<file path="src/rtl/tbc_pkg.sv">
// Package: shared types for the timebase copy block.
package tbc_pkg;
    // How the shared timebase reaches the cluster.
    typedef enum logic {
        SRC_FULL = 1'b0,  // full value delivered every cycle
        SRC_INCR = 1'b1   // increment strobe plus full-value load strobe
    } tb_src_e;

    // Per-hart debug controls.
    typedef struct packed {
        logic stop_time;
        logic stop_count;
    } dbg_ctl_t;

    localparam dbg_ctl_t CTL_RESET = '{stop_time: 1'b1, stop_count: 1'b1};
endpackage

</file>
<file path="src/rtl/tbc_shadow.sv">
// Module: tbc_shadow
// Rebuilds the shared timebase inside the cluster. It never stops, so it is
// always the resynchronisation source for the per-hart copies.
// Assumes: in SRC_INCR the source pulses load after reset, after a timebase
// write and after a wake from sleep.
module tbc_shadow
    import tbc_pkg::*;
#(
    parameter int      TW  = 64,
    parameter tb_src_e SRC = SRC_FULL
) (
    input  logic          clk,
    input  logic          rst_n,
    input  logic [TW-1:0] tb_value_i,
    input  logic          tb_tick_i,
    input  logic          tb_load_i,
    output logic [TW-1:0] shadow_next_o,
    output logic [TW-1:0] shadow_q_o
);
    localparam logic [TW-1:0] ONE = TW'(1);

    logic [TW-1:0] nxt;

    generate
        if (SRC == SRC_FULL) begin : g_full
            logic unused_strobes;
            assign unused_strobes = tb_tick_i ^ tb_load_i;
            // Next value: the broadcast value itself.
            always_comb nxt = tb_value_i;
        end else begin : g_incr
            // Next value: load wins over tick; tick wraps modulo 2^TW.
            always_comb begin
                if (tb_load_i)      nxt = tb_value_i;
                else if (tb_tick_i) nxt = shadow_q_o + ONE;
                else                nxt = shadow_q_o;
            end
        end
    endgenerate

    // Shared value register.
    always_ff @(posedge clk) begin
        if (!rst_n) shadow_q_o <= '0;
        else        shadow_q_o <= nxt;
    end

    assign shadow_next_o = nxt;
endmodule

</file>
<file path="src/rtl/tbc_dbg_ctrl.sv">
// Module: tbc_dbg_ctrl
// Holds one hart's stop-time and stop-count bits and derives the freeze and
// counter-hold conditions. Assumes the debug-exit pulse lasts one cycle.
module tbc_dbg_ctrl
    import tbc_pkg::*;
(
    input  logic clk,
    input  logic rst_n,
    input  logic ctl_we_i,
    input  logic ctl_stoptime_i,
    input  logic ctl_stopcount_i,
    input  logic dbg_mode_i,
    input  logic dbg_exit_i,
    output logic freeze_o,
    output logic stoptime_o,
    output logic instret_hold_o
);
    dbg_ctl_t ctl_q;

    // Control bits: reset to stop both, loaded on a write.
    always_ff @(posedge clk) begin
        if (!rst_n)        ctl_q <= CTL_RESET;
        else if (ctl_we_i) ctl_q <= '{stop_time: ctl_stoptime_i, stop_count: ctl_stopcount_i};
    end

    // Freeze lifts on the exit pulse even if debug status lags by a cycle.
    always_comb freeze_o = dbg_mode_i & ctl_q.stop_time & ~dbg_exit_i;
    // Counter hold follows debug status and stop-count.
    always_comb instret_hold_o = dbg_mode_i & ctl_q.stop_count;

    assign stoptime_o = ctl_q.stop_time;
endmodule

</file>
<file path="src/rtl/tbc_hart_copy.sv">
// Module: tbc_hart_copy
// One hart's visible timebase copy. It takes the shared next value on every
// edge unless frozen, so it rejoins the shared value on the first free edge.
module tbc_hart_copy #(
    parameter int TW = 64
) (
    input  logic          clk,
    input  logic          rst_n,
    input  logic          freeze_i,
    input  logic [TW-1:0] shadow_next_i,
    output logic [TW-1:0] copy_o
);
    // Copy register: hold when frozen, otherwise follow the shared value.
    always_ff @(posedge clk) begin
        if (!rst_n)         copy_o <= '0;
        else if (!freeze_i) copy_o <= shadow_next_i;
    end
endmodule

</file>
<file path="src/rtl/tbc_timebase_copy.sv">
// Module: tbc_timebase_copy (top)
// One shared timebase tracker feeding NH per-hart copies, each with its own
// debug freeze control. Assumes all inputs are synchronous to clk.
module tbc_timebase_copy
    import tbc_pkg::*;
#(
    parameter int      NH  = 2,
    parameter int      TW  = 64,
    parameter tb_src_e SRC = SRC_FULL
) (
    input  logic                   clk,
    input  logic                   rst_n,
    input  logic [TW-1:0]          tb_value_i,
    input  logic                   tb_tick_i,
    input  logic                   tb_load_i,
    input  logic [NH-1:0]          dbg_mode_i,
    input  logic [NH-1:0]          dbg_exit_i,
    input  logic [NH-1:0]          ctl_we_i,
    input  logic                   ctl_stoptime_i,
    input  logic                   ctl_stopcount_i,
    output logic [NH-1:0][TW-1:0]  copy_o,
    output logic [NH-1:0]          stoptime_o,
    output logic [NH-1:0]          instret_hold_o
);
    logic [TW-1:0] shadow_next;
    logic [TW-1:0] shadow_q;
    logic [NH-1:0] frz;

    tbc_shadow #(.TW(TW), .SRC(SRC)) u_shadow (
        .clk           (clk),
        .rst_n         (rst_n),
        .tb_value_i    (tb_value_i),
        .tb_tick_i     (tb_tick_i),
        .tb_load_i     (tb_load_i),
        .shadow_next_o (shadow_next),
        .shadow_q_o    (shadow_q)
    );

    generate
        for (genvar h = 0; h < NH; h++) begin : g_hart
            tbc_dbg_ctrl u_ctl (
                .clk             (clk),
                .rst_n           (rst_n),
                .ctl_we_i        (ctl_we_i[h]),
                .ctl_stoptime_i  (ctl_stoptime_i),
                .ctl_stopcount_i (ctl_stopcount_i),
                .dbg_mode_i      (dbg_mode_i[h]),
                .dbg_exit_i      (dbg_exit_i[h]),
                .freeze_o        (frz[h]),
                .stoptime_o      (stoptime_o[h]),
                .instret_hold_o  (instret_hold_o[h])
            );
            tbc_hart_copy #(.TW(TW)) u_copy (
                .clk           (clk),
                .rst_n         (rst_n),
                .freeze_i      (frz[h]),
                .shadow_next_i (shadow_next),
                .copy_o        (copy_o[h])
            );
        end
    endgenerate
endmodule

</file>
<file path="config.mk">
export PLATFORM = sky130hd
export DESIGN_NAME = tbc_timebase_copy
export DESIGN_NICKNAME = d
export VERILOG_FILES = /design/src/rtl/tbc_pkg.sv /design/src/rtl/tbc_shadow.sv /design/src/rtl/tbc_dbg_ctrl.sv /design/src/rtl/tbc_hart_copy.sv /design/src/rtl/tbc_timebase_copy.sv
export SDC_FILE = /design/constraint.sdc
export NUM_CORES = 1
export LEC_CHECK = 0
export BUFFER_PORTS_ARGS = -buffer_cell sky130_fd_sc_hd__buf_4
export CORE_MARGIN = 3
export CORE_UTILIZATION = 43
export CTS_BUF_LIST = sky130_fd_sc_hd__clkbuf_16
export CTS_CLUSTER_SIZE = 25
export DETAILED_ROUTE_END_ITERATION = 7
export PLACE_DENSITY_LB_ADDON = 0.12
export SLEW_MARGIN = 20
export SYNTH_ARGS = -nofsm -noshare
export SYNTH_HDL_FRONTEND = slang
export SYNTH_SLANG_ARGS = --single-unit
</file>
<file path="constraint.sdc">
create_clock -name clk -period 1 [get_ports clk]
set_input_delay 0.15 -clock clk [delete_from_list [all_inputs] [get_ports clk]]
set_output_delay 0.15 -clock clk [all_outputs]
set_load 0.02 [all_outputs]
</file>
== Word-level counts from Yosys, hierarchy flattened ==
Cells that the tools add are included.
W data, S select, Z words.

* Register bits after elaboration: 132
* Input bits: 76
* Output and inout port bits: 132
* Word-level logic and storage cells: 14

* Bitwise gates (word level): 8

{| class="wikitable"
|+ Operators with widths
! kind !! count
|-
| $and A1 B1 Y1 || 6
|-
| $not A1 Y1 || 2
|}

== Depth between registers and ports, before layout ==
* Word-level depth: 2
* Mapped depth: 5
* Mapped depth without buffers: 2

== By module ==
A second synthesis with hierarchy kept.

* Cell total of the unflattened synthesis: 628
* Area total of the unflattened synthesis: 7337.0 sq um

{| class="wikitable"
|+ By module, submodules not included
! module !! instances !! cells each !! area an instance (sq um) !! sequential area each (sq um)
|-
| tbc_hart_copy || 2 || 206 || 2451.1 || 1281.2
|-
| tbc_shadow || 1 || 198 || 2272.2 || 1281.2
|-
| tbc_dbg_ctrl || 2 || 9 || 81.3 || 40.0
|}

== Worst setup path before layout ==
Ideal clock, no wire load.

* Kind: reg2reg
* Start: register g_hart[0].u_ctl.ctl_q, in the netlist g_hart[0].u_ctl.stoptime_o
* End: register g_hart[0].u_copy.copy_o[45]
* Setup time: 72 ps
* Data arrival time: 996 ps
* Data required time: 928 ps
* Slack: -68 ps
* Stages on the path, launching flop included: 5
* Path buffers: 2
* Clock period less this slack: 1068 ps
* Cell sequence: dfxtp_1 > and3b_1 > buf_6 > buf_8 > mux2i_1

* Cells in the longest elaborated chain, start to end: 2

{| class="wikitable"
|+ Ends and longest elaborated chain
! what !! RTL line !! RTL
|-
| start: declaration || tbc_dbg_ctrl.sv:18 || <nowiki>dbg_ctl_t ctl_q;</nowiki>
|-
| start signal: assignment || tbc_dbg_ctrl.sv:23 || <nowiki>else if (ctl_we_i) ctl_q <= '{stop_time: ctl_stoptime_i, stop_count: ctl_stopcount_i};</nowiki>
|-
| $and A1 B1 Y1 (2 in a row) || tbc_dbg_ctrl.sv:27 || <nowiki>always_comb freeze_o = dbg_mode_i & ctl_q.stop_time & ~dbg_exit_i;</nowiki>
|-
| end signal: assignment || tbc_hart_copy.sv:16 || <nowiki>else if (!freeze_i) copy_o <= shadow_next_i;</nowiki>
|-
| end: declaration || tbc_hart_copy.sv:11 || <nowiki>output logic [TW-1:0] copy_o</nowiki>
|}

No other way between the ends.
A chain may end at the register's enable or synchronous reset.

== Final worst setup path ==
* Start: register g_hart[0].u_ctl.ctl_q, in the netlist g_hart[0].u_ctl.stoptime_o
* End: register g_hart[0].u_copy.copy_o[44]

The elaborated chain is that of the path after synthesis.

==> flow_summary.json <==
{
  "synth_area_mm2": 0.00514,
  "synthCells": 504,
  "final_antenna_net_count": 0,
  "yosysSeqAreaShare_pct": 51.4,
  "cp-end-kind": "flop",
  "grt_usage_pct": 21.8,
  "grt_first_pass_wirelength_um": 22500,
  "slowest_stage": "dfxtp_2",
  "wl_um": 15900,
  "leakagePower_uw": 0.00398,
  "ys_warn_count": 0,
  "cts_tree": "yes",
  "netlist-cell-type-count": 11,
  "status": "finished, violations left",
  "die-area_mm2": 0.0133,
  "finalSetupViolations": 260,
  "cts_buffers": 17,
  "final_common_cell": "nand2_1",
  "skew_ps": 6.07,
  "synth_top_family_by_area": "multiplexers",
  "clk_latency_ps": 420,
  "power-per-cell-area_mw_per_mm2": 1680,
  "hold_viol_final": 0,
  "cap_violations": 0,
  "use_met2_pct": 37.3,
  "power_switching_uw": 3830,
  "instances_no_fill": 950,
  "start_util_pct": 44.4,
  "root_buffer": "clkbuf_16",
  "start_kind": "flop",
  "hold_ws_ps": 10.8,
  "synthesis.nets": 580,
  "design.core.area_mm2": 0.0116,
  "place_congestion": 0.760,
  "rows": 39,
  "ys_seq_elements": 132,
  "synth_mux_area_share_pct": 25.7,
  "slew_headroom_pct": 87.6,
  "synth_compound_area_share_pct": 0,
  "ios": 208,
  "arrival_ps": 1540,
  "clk_pin_slew_ps": 60,
  "syn_to_final_growth_pct": 73.7,
  "grt_pass1_vias": 4661,
  "vias": 4570,
  "grt_setup_unrepaired": "yes",
  "via_per_inst": 4.81,
  "drt_iter0_drc": 311,
  "chipWidth_um": 115,
  "synth_fa_ha_area_share_pct": 0,
  "grtUsageMet3_pct": 8.68,
  "worstPathCellList": "and3b_4 -> buf_4 -> buf_12 -> mux2i_1",
  "peakVddDrop_mv": 1.22,
  "pwr-share-comb_pct": 19.6,
  "grt_busiest_layer": "met2",
  "gr-total-overflow": 0,
  "worstPathRequired_ps": 1330,
  "internal_power_uw": 11200,
  "grt_max_degree": 42,
  "finalCriticalPeriod_ps": 1210,
  "grt_use_met1_pct": 24.0,
  "violations": "negative setup slack",
  "crit_fanout": 7,
  "power.clock.fraction_pct": 40.5,
  "p_sw_share_pct": 25.6,
  "diodes": 0,
  "yosys.area_share.simple_pct": 14.9,
  "hold_path.class": "in2reg",
  "report.final.slew_viol_count": 0,
  "hpwl_um": 9180,
  "yosys.area_share.xor_xnor_pct": 0,
  "placedCellCount": 828,
  "wl_per_cell_um": 16.7,
  "syn_avg_cell_area_um2": 10.2,
  "drt_pre_antenna_iters": 5,
  "period_share_pct": 121,
  "seqPwrFrac_pct": 39.9,
  "die_y_um": 115,
  "drive_gt1_share_pct": 54.3,
  "layout.nets": 870,
  "layout_common_cells": "nand2_1 (196), buf_6 (136), dfxtp_2 (132)",
  "grt_antenna_before_repair": 0,
  "tightestPinTransition_ps": 181,
  "h-tree-depth": 4,
  "cts_max_path_buffers": 2,
  "drc_errors": 0,
  "fmaxAchievable_mhz": 824,
  "port-buffer-count": 205,
  "criticalPathCategory": "reg2reg",
  "critPathMaxStageDelay_ps": 340,
  "cts_sinks": 132,
  "setup_ws_ps": -214
}
-- registers in the layout, summed over array words and instances, names as in the netlist --
signal / flops
g_hart.u_copy.copy_o: 128
g_hart.u_ctl.ctl_q: 2
g_hart.u_ctl.stoptime_o: 2
-- through the flow --
step	setup TNS, ps	cell area (µm²)	setup slack (ps)	util [%]	power (µW)
after global placement	-12810	6720	-124	58.1	8110
after CTS	-18200	8470	-156	73.3	14800
after floorplan	-4440	5140	-49.3	-	7210
final	-18800	8930	-214	77.2	15000
after global routing	-28080	8930	-231	77.2	15500
after detailed placement	-14970	6720	-160	58.1	8170
-- timing repair --
item | 4_1_cts | 5_1_grt
hold buffers | 38 | 0
gates cloned | 0 | 12
setup buffers | 17 | 25
hold endpoints to repair | 59 | 0
gates resized for setup | 268 | 5
pin swaps | 0 | 2
setup endpoints to repair | 260 | 260
-- power groups by stage --
| stage | registers, µW | clock network (µW) | logic (µW) |
|---|---|---|---|
| finish | 5990 | 6070 | 2930 |
| global route | 6030 | 6350 | 3110 |
| CTS | 5980 | 6120 | 2660 |
| detailed placement | 5940 | 0 | 2230 |
| global placement | 5930 | 0 | 2190 |
| floorplan | 6370 | 0 | 842 |
-- critical path, delay by kind of cell (launching register included) --
family | cells | cell delay, ps
simple gates | 1 | 240
mux | 1 | 230
buf+inv | 2 | 300
flops | 1 | 340
-- kinds of logic after synthesis --
logic type	Yosys count
buffers and inverters	40
muxes	132
DFF	132
and+or+nand+nor	200
-- layer usage --
| layer | vias to the layer above | share of wire (%) |
|---|---|---|
| met3 | 36 | 7.1 |
| met5 | - | 0 |
| met1 | 2157 | 39 |
| li1 | 2225 | - |
| met4 | 0 | 2.6 |
| met2 | 152 | 51 |
-- Yosys cell counts --
cell,count,area share (%)
and2_1,2,0.24
buf_4,10,1.5
clkbuf_1,4,0.29
buf_6,2,0.44
dfxtp_1,132,51
buf_2,12,1.2
nand2_1,196,14
mux2i_1,132,26
buf_12,11,4.3
and3b_1,2,0.34
buf_8,1,0.29
-- final cells by class --
type                    count  area, µm²
fillers                   721       2640
clock buffers              17        425
clock inverters            15        145
repair buffers            311       3260
well taps                 143        179
flip-flops and latches    132       2810
multi-input cells         332       2110
-- worst paths after layout --
| kind | startpoint | to | slack [ps] | depth (start not counted) |
|---|---|---|---|---|
| max reg2reg | g_hart[0].u_ctl.stoptime_o$_SDFFE_PN1P_ | g_hart[0].u_copy.copy_o[44]$_SDFFE_PN0N_ | -210 | 4 |
| min | tb_value_i[34] | g_hart[1].u_copy.copy_o[34]$_SDFFE_PN0N_ | 10 | 3 |
| min reg2reg | g_hart[0].u_copy.copy_o[0]$_SDFFE_PN0N_ | g_hart[0].u_copy.copy_o[0]$_SDFFE_PN0N_ | 460 | 2 |
| max | g_hart[0].u_ctl.stoptime_o$_SDFFE_PN1P_ | g_hart[0].u_copy.copy_o[44]$_SDFFE_PN0N_ | -210 | 4 |
No activity file was read; power rests on OpenSTA's default activity.
